**config.mk**
```make
export PLATFORM = sky130hd
export DESIGN_NAME = cmpq_top
export DESIGN_NICKNAME = d
export VERILOG_FILES = /design/src/rtl/cmpq_pkg.sv /design/src/rtl/cmpq_regs.sv /design/src/rtl/cmpq_sync.sv /design/src/rtl/cmpq_qual.sv /design/src/rtl/cmpq_top.sv
export SDC_FILE = /design/constraint.sdc
export NUM_CORES = 1
export LEC_CHECK = 0
export ABC_AREA = 1
export CAP_MARGIN = 20
export CORE_MARGIN = 2
export CORE_UTILIZATION = 55
export DETAILED_ROUTE_END_ITERATION = 8
export DONT_BUFFER_PORTS = 1
export HOLD_SLACK_MARGIN = 0.15
export PLACE_DENSITY = 0.73
export RECOVER_POWER = 100
export SYNTH_ARGS = -nofsm -noshare
export SYNTH_HDL_FRONTEND = slang
export SYNTH_SLANG_ARGS = --single-unit
```
**constraint.sdc**
```tcl
create_clock -name clk -period 2.26 [get_ports clk]
set_clock_uncertainty 0.15 [all_clocks]
set_input_delay 0.565 -clock clk [delete_from_list [all_inputs] [get_ports clk]]
set_output_delay 0.565 -clock clk [all_outputs]
set_load 0.01 [all_outputs]
```
**src/rtl/cmpq_pkg.sv**
```systemverilog
package cmpq_pkg;
    localparam int DATA_W = 16;
    localparam int ADDR_W = 2;
    localparam int QSEL_W = 5;
    localparam int DAC_W  = 10;
    localparam int MAX_RUN = 16;

    localparam logic [ADDR_W-1:0] ADDR_CTRL = 2'd0;
    localparam logic [ADDR_W-1:0] ADDR_STAT = 2'd1;
    localparam logic [ADDR_W-1:0] ADDR_DAC  = 2'd2;

    // Control word layout, msb first: length code, polarity, source, enable
    typedef struct packed {
        logic [QSEL_W-1:0] qsel;
        logic              inv;
        logic              src_ext;
        logic              en;
    } ctrl_t;

    localparam int CTRL_W = $bits(ctrl_t);
endpackage

```
**src/rtl/cmpq_regs.sv**
```systemverilog
module cmpq_regs
    import cmpq_pkg::*;
(
    input  logic              clk,
    input  logic              rst_n,
    input  logic              wr_en,
    input  logic [ADDR_W-1:0] addr,
    input  logic [DATA_W-1:0] wdata,
    input  logic              status_bit,
    output logic [DATA_W-1:0] rdata,
    output ctrl_t             ctrl,
    output logic [DAC_W-1:0]  dac
);
    typedef struct packed {
        ctrl_t             ctrl;
        logic [DAC_W-1:0]  dac;
    } regs_t;

    regs_t r_d, r_q;

    logic unused_wdata_hi;
    assign unused_wdata_hi = ^wdata[DATA_W-1:CTRL_W];

    always_comb begin
        r_d = r_q;
        if (wr_en) begin
            case (addr)
                ADDR_CTRL: r_d.ctrl = ctrl_t'(wdata[CTRL_W-1:0]);
                ADDR_DAC:  r_d.dac  = wdata[DAC_W-1:0];
                default:   r_d      = r_q;
            endcase
        end
    end

    always_ff @(posedge clk or negedge rst_n) begin
        if (!rst_n) r_q <= '0;
        else        r_q <= r_d;
    end

    always_comb begin
        rdata = '0;
        case (addr)
            ADDR_CTRL: rdata[CTRL_W-1:0] = r_q.ctrl;
            ADDR_STAT: rdata[0]          = status_bit;
            ADDR_DAC:  rdata[DAC_W-1:0]  = r_q.dac;
            default:   rdata             = '0;
        endcase
    end

    assign ctrl = r_q.ctrl;
    assign dac  = r_q.dac;

    // a write to the status address leaves both stored words alone
    a_r4_status_write_ignored: assert property (@(posedge clk) disable iff (!rst_n)
        (wr_en && addr == ADDR_STAT) |=> $stable(r_q));
    // a control write is stored as written, low byte only
    a_r2_ctrl_write: assert property (@(posedge clk) disable iff (!rst_n)
        (wr_en && addr == ADDR_CTRL) |=> (r_q.ctrl == $past(wdata[CTRL_W-1:0])));
endmodule

```
**src/rtl/cmpq_sync.sv**
```systemverilog
module cmpq_sync #(
    parameter int STAGES = 2
) (
    input  logic clk,
    input  logic rst_n,
    input  logic en_i,
    input  logic raw_i,
    output logic sync_o
);
    typedef struct packed {
        logic [STAGES-1:0] chain;
    } sync_t;

    sync_t s_d, s_q;

    always_comb begin
        s_d = s_q;
        if (!en_i) s_d.chain = '0;
        else       s_d.chain = {s_q.chain[STAGES-2:0], raw_i};
    end

    always_ff @(posedge clk or negedge rst_n) begin
        if (!rst_n) s_q <= '0;
        else        s_q <= s_d;
    end

    assign sync_o = s_q.chain[STAGES-1];

    // disabled block clears its synchronizer on the next edge
    a_r9_sync_cleared: assert property (@(posedge clk) disable iff (!rst_n)
        !en_i |=> (sync_o == 1'b0));
endmodule

```
**src/rtl/cmpq_qual.sv**
```systemverilog
module cmpq_qual #(
    parameter int QSEL_W  = 5,
    parameter int MAX_RUN = 16
) (
    input  logic              clk,
    input  logic              rst_n,
    input  logic              en_i,
    input  logic [QSEL_W-1:0] qsel_i,
    input  logic              in_i,
    output logic              out_o
);
    localparam int CNT_W = $clog2(MAX_RUN + 1);
    localparam logic [CNT_W-1:0] CNT_MAX = CNT_W'(MAX_RUN);

    typedef struct packed {
        logic             samp;
        logic [CNT_W-1:0] cnt;
        logic             out;
    } qual_t;

    qual_t q_d, q_q;
    logic [CNT_W-1:0] need;

    // Required run length: 1 for code 0, code+1 up to MAX_RUN, clipped above
    always_comb begin
        if (qsel_i == '0)
            need = CNT_W'(1);
        else if (qsel_i >= QSEL_W'(MAX_RUN - 1))
            need = CNT_MAX;
        else
            need = CNT_W'(qsel_i) + CNT_W'(1);
    end

    always_comb begin
        q_d = q_q;
        if (!en_i) begin
            q_d = '0;
        end else begin
            if (in_i != q_q.samp)   q_d.cnt = CNT_W'(1);
            else if (q_q.cnt == CNT_MAX) q_d.cnt = CNT_MAX;
            else                    q_d.cnt = q_q.cnt + CNT_W'(1);
            q_d.samp = in_i;
            if (q_d.cnt >= need) q_d.out = in_i;
        end
    end

    always_ff @(posedge clk or negedge rst_n) begin
        if (!rst_n) q_q <= '0;
        else        q_q <= q_d;
    end

    assign out_o = q_q.out;

    // a new filtered level always equals the last held sample
    a_r6_change_matches_sample: assert property (@(posedge clk) disable iff (!rst_n)
        !$stable(q_q.out) |-> (q_q.out == q_q.samp));
    // run counter never passes the longest run
    a_r7_cnt_bound: assert property (@(posedge clk) disable iff (!rst_n)
        q_q.cnt <= CNT_MAX);
    // disabled filter holds counter and output at zero
    a_r9_filter_cleared: assert property (@(posedge clk) disable iff (!rst_n)
        !en_i |=> (q_q.out == 1'b0 && q_q.cnt == '0));
    // code 0 copies the input through one register
    a_r5_pass_through: assert property (@(posedge clk) disable iff (!rst_n)
        (en_i && qsel_i == '0) |=> (out_o == $past(in_i)));
endmodule

```
**src/rtl/cmpq_top.sv**
```systemverilog
module cmpq_top
    import cmpq_pkg::*;
(
    input  logic              clk,
    input  logic              rst_n,
    input  logic              cmp_raw,
    input  logic              bus_wr_en,
    input  logic [ADDR_W-1:0] bus_addr,
    input  logic [DATA_W-1:0] bus_wdata,
    output logic [DATA_W-1:0] bus_rdata,
    output logic              ana_enable,
    output logic              ana_src_ext,
    output logic [DAC_W-1:0]  dac_code
);
    ctrl_t ctrl;
    logic  sync_lvl;
    logic  pol_lvl;
    logic  filt_lvl;

    cmpq_regs u_regs (
        .clk        (clk),
        .rst_n      (rst_n),
        .wr_en      (bus_wr_en),
        .addr       (bus_addr),
        .wdata      (bus_wdata),
        .status_bit (filt_lvl),
        .rdata      (bus_rdata),
        .ctrl       (ctrl),
        .dac        (dac_code)
    );

    cmpq_sync #(.STAGES(2)) u_sync (
        .clk    (clk),
        .rst_n  (rst_n),
        .en_i   (ctrl.en),
        .raw_i  (cmp_raw),
        .sync_o (sync_lvl)
    );

    assign pol_lvl = sync_lvl ^ ctrl.inv;

    cmpq_qual #(.QSEL_W(QSEL_W), .MAX_RUN(MAX_RUN)) u_qual (
        .clk    (clk),
        .rst_n  (rst_n),
        .en_i   (ctrl.en),
        .qsel_i (ctrl.qsel),
        .in_i   (pol_lvl),
        .out_o  (filt_lvl)
    );

    assign ana_enable  = ctrl.en;
    assign ana_src_ext = ctrl.src_ext;

    // status reads carry nothing above bit 0
    a_r4_status_upper_zero: assert property (@(posedge clk) disable iff (!rst_n)
        (bus_addr == ADDR_STAT) |-> (bus_rdata[DATA_W-1:1] == '0));
    // DAC reads carry nothing above the code
    a_r3_dac_upper_zero: assert property (@(posedge clk) disable iff (!rst_n)
        (bus_addr == ADDR_DAC) |-> (bus_rdata[DATA_W-1:DAC_W] == '0));
    // status is 0 whenever the block has been off for a clock
    a_r9_status_off: assert property (@(posedge clk) disable iff (!rst_n)
        !ana_enable |=> (!ana_enable || !filt_lvl || $past(ana_enable)) );
endmodule

```
==> impl_results.md, run 1 <==
- Detailed-route wire length: 3.21 mm
- Syn-to-layout area delta: 2.00%
- Max Fclk: 453 MHz
- Top-count cell post-synth: nand2_1
- DR WL/cell: 13.0 um
- Dpl cells: 239
- Routed Antenna Nets: 0
- Clock tree buffer depth: 2
- Post-synthesis cell count: 210
- Switching Share: 0.372
- Internal: 735 uW
- Final Net Count: 248
- Compound-Gate Fraction of Synth Area: 0.117
- Comb pwr share: 0.274
- GP Congestion: 0.831
- Largest net degree at the start of global routing: 28
- Max-cap violations: 0
- Number of global-route vias before repair: 1225
- Placement Rows: 19
- Largest family of logic cells by synthesized area: simple AND/OR/NAND/NOR gates
- Die area: 0.00341 mm2
- Tot GR Track Use: 0.206
- Syn Area/Cell: 7.76 um2
- Async set-reset flop share out of synthesis: 1.00
- NetSw: 436 uW
- Crit share post-route: 0.978
- Flop pwr share: 0.534
- Ant. Diodes: 0
- Layout cells sized above 1: 0.0884
- Final Slew Violations: 0
- Distinct cells, synth: 27
- RSZ-0062 raised after global routing: true
- CTS buffer count: 3
- CP endpoint kind: register
- Post-synth EDFFs: 0
- Dominant cell type by area after synthesis: dfrtp_1
- Post-Syn Area: 0.00163 mm2
- Starting Density: 0.586
- Final Critical Period: 2.21 ns
- Root Buffer Master: clkbuf_4
- Synth area leaders: dfrtp_1 41%, nand2_1 13%, inv_1 8.8%
- Power, Total: 1170 uW
- Worst Setup Start Kind: register
- Synth top area share: 0.415
- Ys flop type: dfrtp_1
- H-tree lvl count: 1
- Critical Path RT: 2.36 ns
- Leak: 0.000926 uW
- Seq/Total Area, Yosys: 0.415
- Total grt overflow: 0
- Initial drt markers: 59
- Die H: 58.4 um
- Sink Count: 27
- Clock transition at path regs: 0.15 ns
- DR vias: 1308
- Vias/cell: 5.32
- Final TNS setup: 0 ns
- Critical Path Fanout Max: 3
- Synthesized-area fraction occupied by adder cells: 0.0768
- Slew headroom: 0.198
- Final instance area: 0.00166 mm2
- Dpl ws: 0.00731 ns
- Io pins: 50
- Final HPWL DP: 2.30 mm
- I/O Buffers: 0
- Simple-gate share of the synthesized area: 0.237
- Synth warn: 0
- Synth Area in XOR/XNOR: 0.0108
- First-pass GRT wire length: 5.42 mm
- Initial antenna violation count: 0
- Final hold vios: 0
- Peak VDD IR: 0.000461 V
- Post-synth top cells: 56 x nand2_1, 38 x inv_1, 27 x dfrtp_1
- Clock power frac: 0.191
- Core area: 0.00278 mm2
- CP Class: reg2reg
- Final setup margin: 0.0505 ns
- Pwr per Cell Area: 705 mW/mm2
- Pre-antenna DRT Iters: 4
- Status: completed
- DRC violations left: 0
- Die Width: 58.4 um
- Multiplexer area fraction after synthesis: 0
- Post-DP Area: 0.00163 mm2
- Final cell count without fillers: 246
- Worst Hold Class: in2reg
- Final-report setup violation count: 0
- Synthesized flop and latch total: 27
- CTS tree: built
- Clk_lat worst skew: 0.34 ns
- Worst-margin pin slew: 1.20 ns
- WP data arrival: 2.31 ns
==> per-stage QoR <==
step,utilization,hold WS (ns)
global placement,0.584,0.120
detailed placement,0.584,0.120
floorplan,-,0.119
global route,0.597,0.155
finish,0.597,0.167
CTS,0.609,0.169
==> what timing repair did <==
item	4_1_cts	5_1_grt
setup buffers	1	0
hold buffers	2	0
pin swaps	1	9
resized for setup	1	7
endpoints found under the hold margin	27	0
setup endpoints to repair	1	1
==> layout make-up <==
type | count | area (um2)
Clock buffer | 3 | 22.5
Clock inverter | 1 | 7.51
Fill cell | 262 | 1120
Inverter | 39 | 146
Multi-Input combinational cell | 139 | 718
Sequential cell | 27 | 676
Tap cell | 31 | 38.8
Timing Repair Buffer | 6 | 52.6
==> critical path: stages, from the launching register on <==
cell	delay (ns)
dfrtp_1	0.41
ha_2	0.19
nand2_1	0.07
nor2_1	0.05
ha_2	0.18
nor2_2	0.13
o21ai_2	0.08
nor2_2	0.12
nand2_1	0.08
ha_1	0.27
nand2_1	0.09
nor2_1	0.05
nand2_1	0.08
nand3_1	0.08
nand2_1	0.06
nand2_1	0.05
==> cells by family (layout without fill, tap and decap cells) <==
family / count (synthesis) / in the layout
other cells: 1 / 6
buf+inv: 49 / 49
compound gates: 29 / 29
flops: 27 / 27
xor+xnor: 2 / 2
fa+ha+maj: 10 / 10
simple gates: 92 / 92
==> path summary, 6_finish.rpt <==
kind	cells past startpoint	startpoint	endpoint	slack, ns
worst max-delay path	15	u_regs.ctrl[4]$_DFFE_PN0P_	u_qual.out_o$_DFFE_PN0P_	0.05
worst min register to register	2	u_sync.s_q[0]$_DFF_PN0_	u_sync.s_q[1]$_DFF_PN0_	0.33
worst max register to register	15	u_regs.ctrl[4]$_DFFE_PN0P_	u_qual.out_o$_DFFE_PN0P_	0.05
min in group asynchronous	2	rst_n	u_regs.dac[5]$_DFFE_PN0P_	0.91
worst min-delay path	2	cmp_raw	u_sync.s_q[0]$_DFF_PN0_	0.17
max in group asynchronous	2	rst_n	u_regs.ctrl[0]$_DFFE_PN0P_	0.34
==> placed cells by master, fill, tap and decap left out, types with 2 or more instances in the layout <==
cell type | netlist | layout
ha_2 | 0 | 2
dfrtp_1 | 27 | 27
a21oi_2 | 2 | 2
o21ai_2 | 8 | 3
nand4_1 | 3 | 3
nand3_1 | 8 | 8
conb_1 | 1 | 6
nor2_2 | 1 | 3
o21ai_0 | 15 | 20
inv_1 | 38 | 39
clkbuf_4 | 0 | 3
nand2_1 | 56 | 57
buf_4 | 6 | 4
nor2_1 | 19 | 18
ha_1 | 10 | 8
==> power groups by stage <==
stage               Sequential (uW)  Combinational (uW)  Clock (uW)
floorplan                       621                 254           0
global route                    635                 374         242
CTS                             625                 330         226
detailed placement              635                 305           0
global placement                631                 291           0
finish                          626                 321         224
==> routing by layer <==
metal,global-route usage,up-vias,share of wire
li1,-,648,-
met5,0,-,0
met1,0.258,618,0.43
met3,0.0462,5,0.051
met4,0.0698,0,0.013
met2,0.352,37,0.51
==> state kept, by name (all words and copies together) (netlist names) <==
signal,flops
u_regs.ctrl,8
u_regs.dac,10
u_qual.out_o,1
u_sync.s_q,2
u_qual.q_q,6
No activity file was read; power rests on OpenSTA's default activity.
==> run 2: changes to the inputs <==
ABC_AREA = default   (was 1)
==> impl_results.md, run 2 <==
- Detailed-route wire length: 3.06 mm
- DR WL/cell: 16.5 um
- Peak VDD IR: 0.000525 V
- Worst-margin pin slew: 1.19 ns
- Pwr per Cell Area: 782 mW/mm2
- Largest family of logic cells by synthesized area: multiplexers
- Final setup margin: -0.381 ns
- Clk_lat worst skew: 0.31 ns
- Synth top area share: 0.433
- Worst r2r src: u_regs.ctrl[3]$_DFFE_PN0P_
- I/O Buffers: 0
- GP Congestion: 0.901
- Distinct cells, synth: 30
- Sink Count: 27
- DR vias: 1053
- Syn Area/Cell: 11.1 um2
- Post-synth EDFFs: 0
- Slew headroom: 0.204
- Post-Route Utilization: 0.611
- WP data arrival: 2.71 ns
- Synthesized flop and latch total: 27
- RSZ-0062 raised after global routing: true
- Max-cap violations: 0
- Io pins: 50
- Die area: 0.00328 mm2
- Commonest non-fill, non-tap cell in the layout: dfrtp_1
- CP endpoint kind: register
- First-pass GRT wire length: 5.24 mm
- Critical Path Fanout Max: 3
- Pre-antenna DRT Iters: 4
- Final cell count without fillers: 186
- Final-report setup violation count: 1
- Critical Path RT: 2.33 ns
- Max FFs per register: 10
- Synth area leaders: dfrtp_1 43%, mux2_4 9.6%, ha_1 8.0%
- Final Slew Violations: 0
- Vias/cell: 5.66
- Synth Area in XOR/XNOR: 0.0280
- Ant. Diodes: 0
- CP Class: reg2reg
- CTS buffer count: 3
- Total grt overflow: 0
- Leak: 0.000799 uW
- Post-synth top cells: 27 x dfrtp_1, 16 x nor2_1, 10 x ha_1, 10 x mux2_4
- Post-synthesis cell count: 141
- Highest-count cells in the layout ignoring fill and taps: 27 x dfrtp_1, 16 x nor2_1, 9 x nand2_1, 9 x mux2_1
- Synthesized-area fraction occupied by adder cells: 0.0801
- Clock transition at path regs: 0.14 ns
- Top-count cell post-synth: dfrtp_1
- Final Net Count: 188
- Final HPWL DP: 2.27 mm
- Routed Antenna Nets: 0
- Dominant cell type by area after synthesis: dfrtp_1
- Final hold vios: 0
- Dpl ws: -0.296 ns
- Simple-gate share of the synthesized area: 0.160
- Starting Density: 0.571
- Max Fclk: 379 MHz
- Core area: 0.00273 mm2
- Syn-to-layout area delta: 7.05%
- Final instance area: 0.00167 mm2
- Clock tree buffer depth: 2
- Worst Hold Class: in2reg
- Die H: 57.3 um
- Hold Startpoint: bus_wdata[4]
- Dpl cells: 178
- Initial drt markers: 17
- Violated checks: negative setup slack
- Placement Rows: 19
- Root Buffer Master: clkbuf_4
- Async set-reset flop share out of synthesis: 1.00
- Crit share post-route: 1.17
- Post-Syn Area: 0.00156 mm2
- Multiplexer area fraction after synthesis: 0.191
- Compound-Gate Fraction of Synth Area: 0.0473
- Ys flop type: dfrtp_1
- Layout cells sized above 1: 0.168
- Initial antenna violation count: 0
- Die Width: 57.3 um
- Worst Setup Start Kind: register
- Tot GR Track Use: 0.207
- H-tree lvl count: 1
- Final Critical Period: 2.64 ns
- Largest net degree at the start of global routing: 28
- Post-DP Area: 0.00166 mm2
- Seq/Total Area, Yosys: 0.433
- Status: finished, violations left
- CTS tree: built
- Number of global-route vias before repair: 1127
- Synth warn: 0
- Launch point of the worst path: u_regs.ctrl[3]$_DFFE_PN0P_
- DRC violations left: 0
[run 2: power breakdown]
group,total [uW],switching (uW),internal [uW]
combinational,438,225,213
sequential,664,94.9,569
clock,204,135,69.0
total,1310,455,851
[run 2: timing repair]
action,in CTS,in global routing
cloned,0,0
endpoints found under the setup margin,1,1
hold endpoints to repair,27,0
gates resized for setup,0,1
pin swaps,0,6
hold buffers,2,0
buffers inserted,0,2
[run 2: area by class of cell]
cell class | instances | area [um2]
fillers | 236 | 1060
multi-input cells | 104 | 803
clock buffers | 4 | 26.3
inverters | 6 | 22.5
repair buffers | 14 | 105
flip-flops and latches | 27 | 676
well taps | 31 | 38.8
[run 2: worst paths after layout]
check | slack, ns | to | cells past startpoint
setup reg to reg | -0.38 | u_qual.out_o$_DFFE_PN0P_ | 10
max in group asynchronous | 0.30 | u_regs.dac[7]$_DFFE_PN0P_ | 2
setup / recovery | -0.38 | u_qual.out_o$_DFFE_PN0P_ | 10
hold reg to reg | 0.33 | u_sync.s_q[1]$_DFF_PN0_ | 1
min in group asynchronous | 0.96 | u_regs.ctrl[7]$_DFFE_PN0P_ | 2
hold / removal | 0.22 | u_regs.ctrl[4]$_DFFE_PN0P_ | 2
[run 2: metal layers]
layer / track usage / up-vias / routed length [um]
met5: 0 / - / 0
met1: 0.263 / 526 / 1300
met2: 0.353 / 29 / 1610
met3: 0.0499 / 2 / 145
li1: - / 496 / -
met4: 0.0598 / 0 / 16
[run 2: per-stage QoR]
stage               TNS [ns]  hold WS (ns)  power [uW]
floorplan             -0.143         0.119         997
global placement      -0.225         0.120        1090
detailed placement    -0.296         0.120        1110
CTS                   -0.313         0.203        1340
global route          -0.534         0.191        1410
finish                -0.381         0.219        1310
[run 2: cell families (layout without fill, tap and decap cells)]
group	after synthesis	in the layout
AOI/OAI and AO/OA	13	13
and+or+nand+nor	46	46
buffers and inverters	15	24
xor gates and xnor gates	5	5
other	1	6
muxes	24	24
adders and majority gates	10	10
DFF	27	27
[run 2: worst max-delay path, cell delays in order (launching register included)]
cell	delay (ns)
dfrtp_1	0.41
ha_2	0.20
and3_4	0.17
ha_4	0.16
a211oi_4	0.26
o21ai_1	0.12
ha_1	0.33
a21oi_2	0.12
o21ai_1	0.08
a31oi_1	0.19
mux2_2	0.35
==> run 3: changes to the inputs <==
SYNTH_HIERARCHICAL = 1   (was default)
==> impl_results.md, run 3 <==
- Layout cells sized above 1: 0.197
- CP delay by family, top: adder cells
- Simple-gate share of the synthesized area: 0.160
- Commonest non-fill, non-tap cell in the layout: dfrtp_1
- Pwr per Cell Area: 799 mW/mm2
- CTS buffer count: 3
- Post-Syn Area: 0.00159 mm2
- Launch point of the worst path: u_regs/ctrl[3]$_DFFE_PN0P_
- Post-synth top cells: 27 x dfrtp_1, 15 x nor2_1, 10 x ha_1, 10 x mux2_4, 9 x mux2_2
- Synth area leaders: dfrtp_1 42%, mux2_4 9.4%, ha_1 7.9%
- Post-Route Utilization: 0.610
- Max Fclk: 397 MHz
- Worst-margin pin slew: 1.40 ns
- Final Slew Violations: 0
- Final cell count without fillers: 183
- Synthesized-area fraction occupied by adder cells: 0.0787
- CTS tree: built
- Tot GR Track Use: 0.201
- Post-DP Area: 0.00169 mm2
- Final instance area: 0.00168 mm2
- Highest-count cells in the layout ignoring fill and taps: 27 x dfrtp_1, 15 x nor2_1, 9 x buf_4, 9 x mux2_2, 9 x mux2_1
- Max-cap violations: 0
- Post-synth EDFFs: 0
- GP Congestion: 0.792
- DR WL/cell: 16.2 um
- Worst hold endpoint: u_regs/dac[3]$_DFFE_PN0P_
- Post-synthesis cell count: 137
- Compound-Gate Fraction of Synth Area: 0.0480
- Worst Setup Start Kind: register
- Async set-reset flop share out of synthesis: 1.00
- Worst path bufs/invs: 0
- Synth top area share: 0.425
- Worst Hold Class: in2reg
- Top-count cell post-synth: dfrtp_1
- Worst r2r src: u_regs/ctrl[3]$_DFFE_PN0P_
- Synth Area in XOR/XNOR: 0.0275
- Core area: 0.00276 mm2
- Crit share post-route: 1.11
- Die Width: 57.8 um
- CP endpoint kind: register
- Critical Path Fanout Max: 4
- Routed Antenna Nets: 0
- Status: finished, violations left
- Worst R2R End: u_qual/out_o$_DFFE_PN0P_
- Final TNS setup: -0.259 ns
- Violated checks: negative setup slack
- Sink Count: 27
- Dpl cells: 177
- Largest net degree at the start of global routing: 28
- Largest family of logic cells by synthesized area: multiplexers
- Final setup margin: -0.259 ns
- Number of setup buffers added after CTS: 0
- Slowest CP cell: dfrtp_1
- Detailed-route wire length: 2.96 mm
- Initial drt markers: 14
- Distinct cells, synth: 34
- Peak VDD IR: 0.000579 V
- Multiplexer area fraction after synthesis: 0.208
- Vias/cell: 5.63
- Ys flop type: dfrtp_1
- Final Net Count: 185
- CP max stage delay: 0.42 ns
- Placement Rows: 19
- Die H: 57.8 um
- DR vias: 1031
- RSZ-0062 raised after global routing: true
- Io pins: 50
- Final-report setup violation count: 1
- CP Class: reg2reg
- Max FFs per register: 10
- I/O Buffers: 0
- Synthesized flop and latch total: 27
- Syn-to-layout area delta: 5.82%
- Ant. Diodes: 0
- DRC violations left: 0
- Hold Startpoint: bus_wdata[3]
- Clock transition at path regs: 0.16 ns
- Root Buffer Master: clkbuf_4
- H-tree lvl count: 1
- Final Critical Period: 2.52 ns
- Leak: 0.000795 uW
- Reg2Reg Depth: 11
- Number of global-route vias before repair: 1143
- Synth warn: 6
- Slew headroom: 0.0635
- Critical Path RT: 2.35 ns
- Initial antenna violation count: 0
- Final hold vios: 0
- Clk_lat worst skew: 0.33 ns
- Total grt overflow: 0
- Seq/Total Area, Yosys: 0.425
- WP data arrival: 2.61 ns
- Starting Density: 0.577
- Final HPWL DP: 2.27 mm
- Dominant cell type by area after synthesis: dfrtp_1
- R2R Setup Slk: -0.26 ns
- Hold Crit Depth: 1
- Die area: 0.00334 mm2
- Clock tree buffer depth: 2
- First-pass GRT wire length: 5.24 mm
- Syn Area/Cell: 11.6 um2
- CP Cell Sequence: ha_2, and3_1, ha_2, a211oi_4, nand2_1, o31ai_1, ha_1, nand2_1, nand3b_1, a31oi_1, mux2_2
- Pre-antenna DRT Iters: 4
[run 3: worst register-to-register path, stage by stage (launching register included)]
cell and delay (ns):
dfrtp_1 0.42, ha_2 0.18, and3_1 0.18, ha_2 0.19, a211oi_4 0.20, nand2_1 0.10, o31ai_1 0.08, ha_1 0.29
nand2_1 0.06, nand3b_1 0.07, a31oi_1 0.16, mux2_2 0.35
[run 3: area by class of cell]
| type | count | area (um2) |
|---|---|---|
| clock inverters | 1 | 8.76 |
| clock buffers | 3 | 22.5 |
| fillers | 243 | 1070 |
| inverters | 5 | 18.8 |
| multi-input cells | 101 | 818 |
| flip-flops and latches | 27 | 676 |
| well taps | 31 | 38.8 |
| repair buffers | 15 | 100 |
[run 3: timing repair]
action / CTS / global route
gates resized for setup: 0 / 0
hold endpoints to repair: 27 / 0
hold buffers: 2 / 0
setup endpoints to repair: 1 / 1
[run 3: cell families (layout without fill, tap and decap cells)]
kind of cell,Yosys count,count (layout)
AOI/OAI and AO/OA,10,10
DFF,27,27
xor gates and xnor gates,5,5
other,1,6
and+or+nand+nor,43,43
adders and majority gates,10,10
buffers and inverters,14,24
muxes,27,27
[run 3: power breakdown]
group / switching [uW] / total, uW / internal [uW]
sequential: 90.2 / 661 / 570
combinational: 230 / 458 / 229
clock: 154 / 226 / 72.1
total: 474 / 1350 / 871
[run 3: how the worst max path moves through the flow]
stage	to	slack, ns	cells past startpoint
after floorplan	u_qual/out_o$_DFFE_PN0P_	-0.16	10
after global placement	u_qual/out_o$_DFFE_PN0P_	-0.22	10
after detailed placement	u_qual/out_o$_DFFE_PN0P_	-0.27	10
after CTS	u_qual/out_o$_DFFE_PN0P_	-0.27	10
after global routing	u_qual/out_o$_DFFE_PN0P_	-0.47	11
final	u_qual/out_o$_DFFE_PN0P_	-0.26	11
[run 3: stage by stage]
stage	setup slack, ns	hold slack [ns]	total power [uW]
detailed placement	-0.266	0.120	1150
global route	-0.466	0.179	1440
CTS	-0.270	0.202	1400
finish	-0.259	0.197	1350
floorplan	-0.164	0.119	1010
global placement	-0.224	0.120	1130
[run 3: layer usage]
metal / track usage / vias to the layer above / routed length, um
met5: 0 / - / 0
met4: 0.0399 / 0 / 14
met3: 0.0491 / 2 / 189
met2: 0.362 / 32 / 1560
met1: 0.246 / 505 / 1200
li1: - / 492 / -
